<file path="src/rtl/sysreg_trap_pkg.sv">
package sysreg_trap_pkg;

  typedef enum logic [1:0] {
    VK_ALLOW = 2'd0,
    VK_UNDEF = 2'd1,
    VK_TRAP  = 2'd2
  } verdict_kind_e;

  typedef struct packed {
    verdict_kind_e kind;
    logic [1:0]    tgt;
  } verdict_t;

  localparam logic [5:0] SYNDROME_CLASS = 6'h18;
  localparam int unsigned IDX_W = 4;

  // Highest implemented privilege level from the presence controls.
  function automatic logic [1:0] top_level(input logic l3, input logic l2);
    if (l3)      return 2'd3;
    else if (l2) return 2'd2;
    else         return 2'd1;
  endfunction

  function automatic verdict_t mk_trap(input logic [1:0] lvl);
    verdict_t v;
    v.kind = VK_TRAP;
    v.tgt  = lvl;
    return v;
  endfunction

  function automatic verdict_t mk_plain(input verdict_kind_e k);
    verdict_t v;
    v.kind = k;
    v.tgt  = 2'd0;
    return v;
  endfunction

endpackage

</file>
<file path="src/rtl/trap_enc_match.sv">
module trap_enc_match
  import sysreg_trap_pkg::*;
#(
  parameter int unsigned NUM_CTR = 4
) (
  input  logic [1:0]       op0,
  input  logic [2:0]       op1,
  input  logic [3:0]       crn,
  input  logic [3:0]       crm,
  input  logic [2:0]       op2,
  output logic             hit,
  output logic [IDX_W-1:0] idx,
  output logic             idx_ok
);
  localparam logic [IDX_W:0] LIMIT = (IDX_W+1)'(NUM_CTR);

  assign hit    = (op0 == 2'b11) && (op1 == 3'b011) &&
                  (crn == 4'b1101) && (crm[3:1] == 3'b010);
  assign idx    = {crm[0], op2};
  assign idx_ok = ({1'b0, idx} < LIMIT);
endmodule

</file>
<file path="src/rtl/trap_read_chain.sv">
module trap_read_chain
  import sysreg_trap_pkg::*;
(
  input  logic [1:0] cur_el,
  input  logic       el3_present,
  input  logic       el2_enabled,
  input  logic       host_mode,
  input  logic       tge,
  input  logic       user_en,
  input  logic       el2_tam,
  input  logic       el3_tam,
  input  logic       fgt_present,
  input  logic       fgt_en,
  input  logic       fg_bit,
  input  logic       sdd_prio,
  input  logic       sdd_undef,
  output verdict_t   verdict,
  output logic       s_sdd_first,
  output logic       s_user_off,
  output logic       s_l2_tam,
  output logic       s_fg_lvl0,
  output logic       s_fg_lvl1,
  output logic       s_l3_tam
);
  logic fg_common;
  verdict_t l3_tail;

  assign s_sdd_first = el3_present & sdd_prio & el3_tam;
  assign s_user_off  = ~user_en;
  assign s_l2_tam    = el2_enabled & el2_tam;
  assign fg_common   = el2_enabled & fgt_present & (~el3_present | fgt_en) & fg_bit;
  assign s_fg_lvl0   = fg_common & ~host_mode;
  assign s_fg_lvl1   = fg_common;
  assign s_l3_tam    = el3_present & el3_tam;

  // Final level-3 step: undefined when strict-undefined is active.
  always_comb begin
    if (!s_l3_tam)      l3_tail = mk_plain(VK_ALLOW);
    else if (sdd_undef) l3_tail = mk_plain(VK_UNDEF);
    else                l3_tail = mk_trap(2'd3);
  end

  always_comb begin
    unique case (cur_el)
      2'd0: begin
        if (s_sdd_first)     verdict = mk_plain(VK_UNDEF);
        else if (s_user_off) verdict = mk_trap((el2_enabled & tge) ? 2'd2 : 2'd1);
        else if (s_l2_tam)   verdict = mk_trap(2'd2);
        else if (s_fg_lvl0)  verdict = mk_trap(2'd2);
        else                 verdict = l3_tail;
      end
      2'd1: begin
        if (s_sdd_first)     verdict = mk_plain(VK_UNDEF);
        else if (s_l2_tam)   verdict = mk_trap(2'd2);
        else if (s_fg_lvl1)  verdict = mk_trap(2'd2);
        else                 verdict = l3_tail;
      end
      2'd2: begin
        if (s_sdd_first)     verdict = mk_plain(VK_UNDEF);
        else                 verdict = l3_tail;
      end
      default:               verdict = mk_plain(VK_ALLOW);
    endcase
  end
endmodule

</file>
<file path="src/rtl/trap_result_reg.sv">
module trap_result_reg
  import sysreg_trap_pkg::*;
(
  input  logic       clk,
  input  logic       rst_n,
  input  logic       load,
  input  verdict_t   verdict,
  output logic       res_valid,
  output logic       res_allow,
  output logic       res_undef,
  output logic       res_trap,
  output logic [1:0] res_target,
  output logic [5:0] res_ec
);
  logic is_trap;
  assign is_trap = (verdict.kind == VK_TRAP);

  always_ff @(posedge clk or negedge rst_n) begin
    if (!rst_n) begin
      res_valid  <= 1'b0;
      res_allow  <= 1'b0;
      res_undef  <= 1'b0;
      res_trap   <= 1'b0;
      res_target <= 2'd0;
      res_ec     <= 6'd0;
    end else begin
      res_valid  <= load;
      res_allow  <= load & (verdict.kind == VK_ALLOW);
      res_undef  <= load & (verdict.kind == VK_UNDEF);
      res_trap   <= load & is_trap;
      res_target <= (load & is_trap) ? verdict.tgt : 2'd0;
      res_ec     <= (load & is_trap) ? SYNDROME_CLASS : 6'd0;
    end
  end

  p_quiet_r2: assert property (@(posedge clk) disable iff (!rst_n)
    !res_valid |-> (!res_allow && !res_undef && !res_trap));

  p_pulse_r2: assert property (@(posedge clk) disable iff (!rst_n)
    res_valid |-> $past(load));
endmodule

</file>
<file path="src/rtl/sysreg_trap_decoder.sv">
module sysreg_trap_decoder
  import sysreg_trap_pkg::*;
#(
  parameter int unsigned NUM_CTR = 4
) (
  input  logic               clk,
  input  logic               rst_n,
  input  logic               req_valid,
  input  logic [1:0]         op0,
  input  logic [2:0]         op1,
  input  logic [3:0]         crn,
  input  logic [3:0]         crm,
  input  logic [2:0]         op2,
  input  logic               is_write,
  input  logic [1:0]         cur_el,
  input  logic               el3_present,
  input  logic               el2_enabled,
  input  logic               host_mode,
  input  logic               tge,
  input  logic               user_en,
  input  logic               el2_tam,
  input  logic               el3_tam,
  input  logic               fgt_present,
  input  logic               fgt_en,
  input  logic [NUM_CTR-1:0] fgt_ctr,
  input  logic               sdd_prio,
  input  logic               sdd_undef,
  output logic               res_valid,
  output logic               res_allow,
  output logic               res_undef,
  output logic               res_trap,
  output logic [1:0]         res_target,
  output logic [5:0]         res_ec
);
  localparam int unsigned SEL_W = 1 << IDX_W;

  logic             enc_hit;
  logic [IDX_W-1:0] enc_idx;
  logic             idx_ok;
  logic [SEL_W-1:0] fg_ext;
  logic             fg_bit;
  logic             wr_top;
  verdict_t         rd_verdict;
  verdict_t         final_verdict;
  logic             s_sdd_first, s_user_off, s_l2_tam, s_fg_lvl0, s_fg_lvl1, s_l3_tam;

  trap_enc_match #(.NUM_CTR(NUM_CTR)) match_i (
    .op0(op0), .op1(op1), .crn(crn), .crm(crm), .op2(op2),
    .hit(enc_hit), .idx(enc_idx), .idx_ok(idx_ok)
  );

  assign fg_ext = SEL_W'(fgt_ctr);
  assign fg_bit = fg_ext[enc_idx];

  trap_read_chain chain_i (
    .cur_el(cur_el), .el3_present(el3_present), .el2_enabled(el2_enabled),
    .host_mode(host_mode), .tge(tge), .user_en(user_en),
    .el2_tam(el2_tam), .el3_tam(el3_tam), .fgt_present(fgt_present),
    .fgt_en(fgt_en), .fg_bit(fg_bit), .sdd_prio(sdd_prio), .sdd_undef(sdd_undef),
    .verdict(rd_verdict),
    .s_sdd_first(s_sdd_first), .s_user_off(s_user_off), .s_l2_tam(s_l2_tam),
    .s_fg_lvl0(s_fg_lvl0), .s_fg_lvl1(s_fg_lvl1), .s_l3_tam(s_l3_tam)
  );

  assign wr_top = (cur_el == top_level(el3_present, el2_enabled));

  always_comb begin
    if (!idx_ok)       final_verdict = mk_plain(VK_UNDEF);
    else if (is_write) final_verdict = mk_plain(wr_top ? VK_ALLOW : VK_UNDEF);
    else               final_verdict = rd_verdict;
  end

  trap_result_reg result_i (
    .clk(clk), .rst_n(rst_n), .load(req_valid & enc_hit), .verdict(final_verdict),
    .res_valid(res_valid), .res_allow(res_allow), .res_undef(res_undef),
    .res_trap(res_trap), .res_target(res_target), .res_ec(res_ec)
  );

  p_unclaimed_r1: assert property (@(posedge clk) disable iff (!rst_n)
    $past(req_valid && (op0 != 2'b11 || crn != 4'b1101)) |-> !res_valid);

  p_onehot_r3: assert property (@(posedge clk) disable iff (!rst_n)
    res_valid |-> ($countones({res_allow, res_undef, res_trap}) == 1));

  p_class_r3: assert property (@(posedge clk) disable iff (!rst_n)
    res_trap |-> (res_ec == 6'h18 && res_target != 2'd0));

  p_bad_index_r4: assert property (@(posedge clk) disable iff (!rst_n)
    (res_valid && $past(!idx_ok)) |-> res_undef);

  p_lvl2_target_r10: assert property (@(posedge clk) disable iff (!rst_n)
    (res_trap && $past(cur_el == 2'd2 && !is_write)) |-> res_target == 2'd3);

  p_lvl3_read_r11: assert property (@(posedge clk) disable iff (!rst_n)
    (res_valid && $past(cur_el == 2'd3 && !is_write && idx_ok)) |-> res_allow);

  p_write_gate_r12: assert property (@(posedge clk) disable iff (!rst_n)
    (res_valid && $past(is_write && idx_ok)) |-> (res_allow == $past(wr_top)));

  p_user_off_r6: assert property (@(posedge clk) disable iff (!rst_n)
    (res_valid && $past(cur_el == 2'd0 && !is_write && idx_ok && s_user_off && !s_sdd_first))
      |-> (res_trap && res_target != 2'd3));
endmodule

</file>
<file path="config.mk">
export PLATFORM = sky130hd
export DESIGN_NAME = sysreg_trap_decoder
export DESIGN_NICKNAME = d
export VERILOG_FILES = /design/src/rtl/sysreg_trap_pkg.sv /design/src/rtl/trap_enc_match.sv /design/src/rtl/trap_read_chain.sv /design/src/rtl/trap_result_reg.sv /design/src/rtl/sysreg_trap_decoder.sv
export SDC_FILE = /design/constraint.sdc
export NUM_CORES = 1
export LEC_CHECK = 0
export BUFFER_PORTS_ARGS = -buffer_cell sky130_fd_sc_hd__buf_2
export CORE_UTILIZATION = 42
export DETAILED_ROUTE_END_ITERATION = 7
export MAX_ROUTING_LAYER = met4
export PLACE_DENSITY = 0.9
export SLEW_MARGIN = 20
export SYNTH_ARGS = -nofsm -noshare
export SYNTH_HDL_FRONTEND = slang
export SYNTH_HIERARCHICAL = 1
export SYNTH_SLANG_ARGS = --single-unit
</file>
<file path="constraint.sdc">
create_clock -name clk -period 1.1 [get_ports clk]
set_input_delay 0.11 -clock clk [delete_from_list [all_inputs] [get_ports clk]]
set_output_delay 0.11 -clock clk [all_outputs]
set_load 0.02 [all_outputs]
</file>
* Yosys cells after proc, flatten, opt, wreduce, memory -nomap -nowiden
Cells that the tools add are included.
** Storage, ports and cells
- Register bits after elaboration :: 11
- Latch bits :: 0
- Memory bits (writable) :: 0
- ROM bits :: 0
- Output and inout bits :: 12
- Word-level logic and storage cells :: 59
- Memories :: 0
** Operators by class
- Add/subtract/negate cells :: 0
- $mul :: 0
- Divide/modulo/power cells :: 0
- Order comparisons :: 2
- Equal/unequal tests :: 9
- Shifts and indexed selects :: 0
- Multiplexer cells :: 21
- Bitwise logic cells :: 16
- Reductions and logical operators :: 5
** Operators by type and width (number)
- 2-to-1 mux 4 bit :: 12
- AND 1 bit :: 13
- case mux 4 bit (3 select lines) :: 1
- 2-to-1 mux 2 bit :: 4
- equality test 2 bit, second input constant :: 3
- equality test 3 x 2 -> 1 bit, second input constant :: 2
- less-than comparator 4 x 5 -> 1 bit, second input constant :: 1
- 2-to-1 mux 5 bit :: 1
- binary-select mux 1 bit (select 4 bit) :: 1
- equality test 2 x 1 -> 1 bit, second input constant :: 2
- equality test 4 bit, second input constant :: 1
- zero test 2 bit :: 2
- less-than comparator 4 x 3 -> 1 bit, second input constant :: 1
- logical AND 1 bit :: 3
- equality test 2 bit :: 1
- 2-to-1 mux 1 bit :: 2
- inverter 1 bit :: 2
- OR 1 bit :: 1

* Logic depth before layout (Yosys ltp)
- Word-level depth :: 15
- Mapped depth :: 11
- Gate-level depth less buffers :: 10

* Hierarchy
Netlist, hierarchy kept.
** By module, submodules not included
- trap_result_reg :: instances 1, cells an instance 18, area an instance 246.5 µm², seq. area each 150.1 µm²
- trap_read_chain :: instances 1, cells an instance 36, area an instance 225.2 µm², seq. area each 0.0 µm²
- sysreg_trap_decoder :: instances 1, cells an instance 15, area an instance 112.6 µm², seq. area each 0.0 µm²
- trap_enc_match :: instances 1, cells an instance 9, area an instance 72.6 µm², seq. area each 0.0 µm²

* Worst setup path after synthesis
Ideal clock, no wire load.
- Path kind :: in2reg
- Start :: input op2[0]
- End :: register result_i.res_undef
- Setup time :: 0.120 ns
- Arrival :: 1.960 ns
- Required time :: 0.980 ns
- Path slack :: -0.981 ns
- Cell stages on the path :: 11
- Path buffers :: 1
- Path through :: buf_4 nor2b_1 a211oi_1 a2111oi_2 nand2_1 o311ai_1 o31a_1 o221ai_1 nand2b_1 o311ai_0 and3b_2
** RTL lines
- start: declaration :: line sysreg_trap_decoder.sv:13 : input logic [2:0] op2,
- end signal: assignment :: line trap_result_reg.sv:29 : res_undef <= load & (verdict.kind == VK_UNDEF);
- end: declaration :: line trap_result_reg.sv:10 : output logic res_undef,

==> impl_metrics.env <==
export IMPL_run_status="finished with violations"
export IMPL_violations="negative setup slack"
export IMPL_crit_chain="buf_8 -> mux2i_4 -> a2111oi_4 -> nand2_2 -> o311ai_4 -> buf_4 -> nor2_1 -> a211o_1 -> and2_1 -> and4b_1"
export IMPL_cp_data_arrival_time_ps=1880
export IMPL_holdPathEnd="result_i/res_valid"
export IMPL_antenna_found_initial=0
export IMPL_worst_pin_slew_ps=507
export IMPL_drc=0
export IMPL_grt_pass1_vias=632
export IMPL_worstHoldStart="req_valid"
export IMPL_post_place_cells=141
export IMPL_p_comb_share_pct=40.0
export IMPL_portBuffers=44
export IMPL_grt_pass1_wl_um=2400
export IMPL_fin_nets=172
export IMPL_totalWireLength_um=1900
export IMPL_cap_violations=0
export IMPL_n_fill_cell=91
export IMPL_dr_total_vias=781
export IMPL_rows=13
export IMPL_critPathRequiredTime_ps=1220
export IMPL_hold_depth=2
export IMPL_p_switching_mw=0.195
export IMPL_fin_crit_sh_pct=160
export IMPL_ioPinCount=49
export IMPL_swShare_pct=28.5
export IMPL_syn_to_final_growth_pct=65.7
export IMPL_clock_power_share_pct=27.6
export IMPL_final_hold_viol_count=0
export IMPL_final_core_util_pct=77.8
export IMPL_start_util_pct=47.0
export IMPL_drv_slew=0
export IMPL_drt_iter0_markers=21
export IMPL_cts_max_level=1
export IMPL_die_y_um=41.1
export IMPL_grt_start_max_net_pins=7
export IMPL_powerDensity_mw_per_mm2=644
export IMPL_p_int_mw=0.489
export IMPL_num_antenna_cells=0
export IMPL_clk_pin_slew_ps=40
export IMPL_cts_root_buf="clkbuf_4"
export IMPL_fin_ws_ps=-662
export IMPL_routabilityCongestion=0.770
export IMPL_drt_first_pass_iters=4
export IMPL_crit_type="in -> reg"
export IMPL_syn_inst=75
export IMPL_vdd_drop_max_mv=0.351
export IMPL_path_max_fanout=4
export IMPL_start_kind="input port"
export IMPL_fmax_mhz=568
export IMPL_layout_drive_gt1_share_pct=58.6
export IMPL_wire_per_inst_um=12.8
export IMPL_cts_buffers=3
export IMPL_grt_use_total_pct=21.3
export IMPL_relSlewSlack_pct=65.7
export IMPL_post_route_min_period_ps=1760
export IMPL_syn_area_per_cell_um2=8.56
export IMPL_rsz0062_at_grt="yes"
export IMPL_dp_hpwl_um=1360
export IMPL_die_area_mm2=0.00169
export IMPL_viasPerCell=5.28
export IMPL_cts_tree="done"
export IMPL_ant_nets=0
export IMPL_final_cell_count_no_fill=148
export IMPL_ys_warn_count=6
export IMPL_dieWidth_um=41.1
export IMPL_grt_remaining_overflow=0
export IMPL_cts_sinks=6
export IMPL_clockBufferDepth=2
export IMPL_total_leakage_power_nw=0.547
export IMPL_finalSetupViolations=5
export IMPL_worstHoldPathType="in -> reg"
export IMPL_pwr_share_seq_pct=32.4
export IMPL_endpoint_kind="flip-flop"
export IMPL_pre_cts_ws_ps=-932
export IMPL_synth_area_um2=642
export IMPL_crit_slowest_cell="a2111oi_4"
export IMPL_slowest_delay_ps=310
export IMPL_coreArea_mm2=0.00137
==> power by group through the flow <==
stage	registers, mW	clock network, mW	logic [mW]
floorplan	0.225	0	0.115
global placement	0.225	0	0.213
detailed placement	0.225	0	0.222
CTS	0.222	0.198	0.233
global route	0.221	0.206	0.296
finish	0.222	0.189	0.274
==> sequential cells by signal (all words and copies together), names as in the netlist <==
| signal | count |
|---|---|
| result_i/res_valid | 1 |
| result_i/res_target | 2 |
| result_i/res_undef | 1 |
| result_i/res_allow | 1 |
| result_i/res_ec | 1 |
==> repair_timing <==
item	CTS	global route
pin swaps	7	2
endpoints found under the setup margin	5	5
hold buffers	1	0
endpoints found under the hold margin	6	0
buffers inserted	0	3
gates resized for setup	2	10
==> worst max-delay path: cells and delay by family <==
| kind | cells | cell delay [ps] |
|---|---|---|
| buf+inv | 2 | 250 |
| compound gates | 3 | 840 |
| simple gates | 4 | 490 |
| mux | 1 | 180 |
==> cells in the final DEF (no fill, tap or decap), drive strengths merged, types with 2 or more instances in the layout <==
master   n
a211oi   2
a21oi    2
and2     5
and3b    2
and4b    2
buf     61
clkbuf   3
conb     4
dfrtp    6
inv      2
nand2    5
nand2b   4
nand3    2
nand4b   2
nor2     2
nor2b    3
nor3     3
o21ai    3
o311ai   2
==> final cells by class <==
type,count,area (um^2),share of cell area [%]
repair buffers,62,368,34.6
multi-input cells,60,494,46.5
well taps,15,18.8,1.76
clock buffers,3,22.5,2.12
flip-flops and latches,6,150,14.1
inverters,2,10.0,0.941
==> through the flow <==
| stage | hold WS (ps) | setup TNS [ps] | area (um^2) | power [mW] |
|---|---|---|---|---|
| final | 207 | -3120 | 1060 | 0.684 |
| after global routing | 256 | -3670 | 1060 | 0.723 |
| after CTS | 181 | -3100 | 986 | 0.652 |
| after detailed placement | -65.1 | -4530 | 937 | 0.447 |
| after global placement | -71.4 | -4250 | 937 | 0.438 |
| after floorplan | -186 | -3670 | 672 | 0.340 |
==> how the worst max path moves through the flow <==
stage                      start  slack [ps]                     end  cells past startpoint
after global routing      op2[0]        -750  result_i/res_target[1]                     10
after floorplan           op2[0]        -770      result_i/res_undef                     10
final                     op2[0]        -660  result_i/res_target[0]                     10
after CTS                 op2[0]        -640  result_i/res_target[1]                     10
after detailed placement  op2[0]        -930      result_i/res_undef                     10
after global placement    op2[0]        -880      result_i/res_undef                     10
==> per-layer routing <==
layer	track usage [%]	vias to the layer above	part of all wire [%]
met1	21.3	367	35
li1	-	387	-
met3	0.543	0	4.1
met4	6.45	0	0
met2	43.4	27	61
met5	-	-	0
Note: power is estimated with default switching activity, not from simulation.
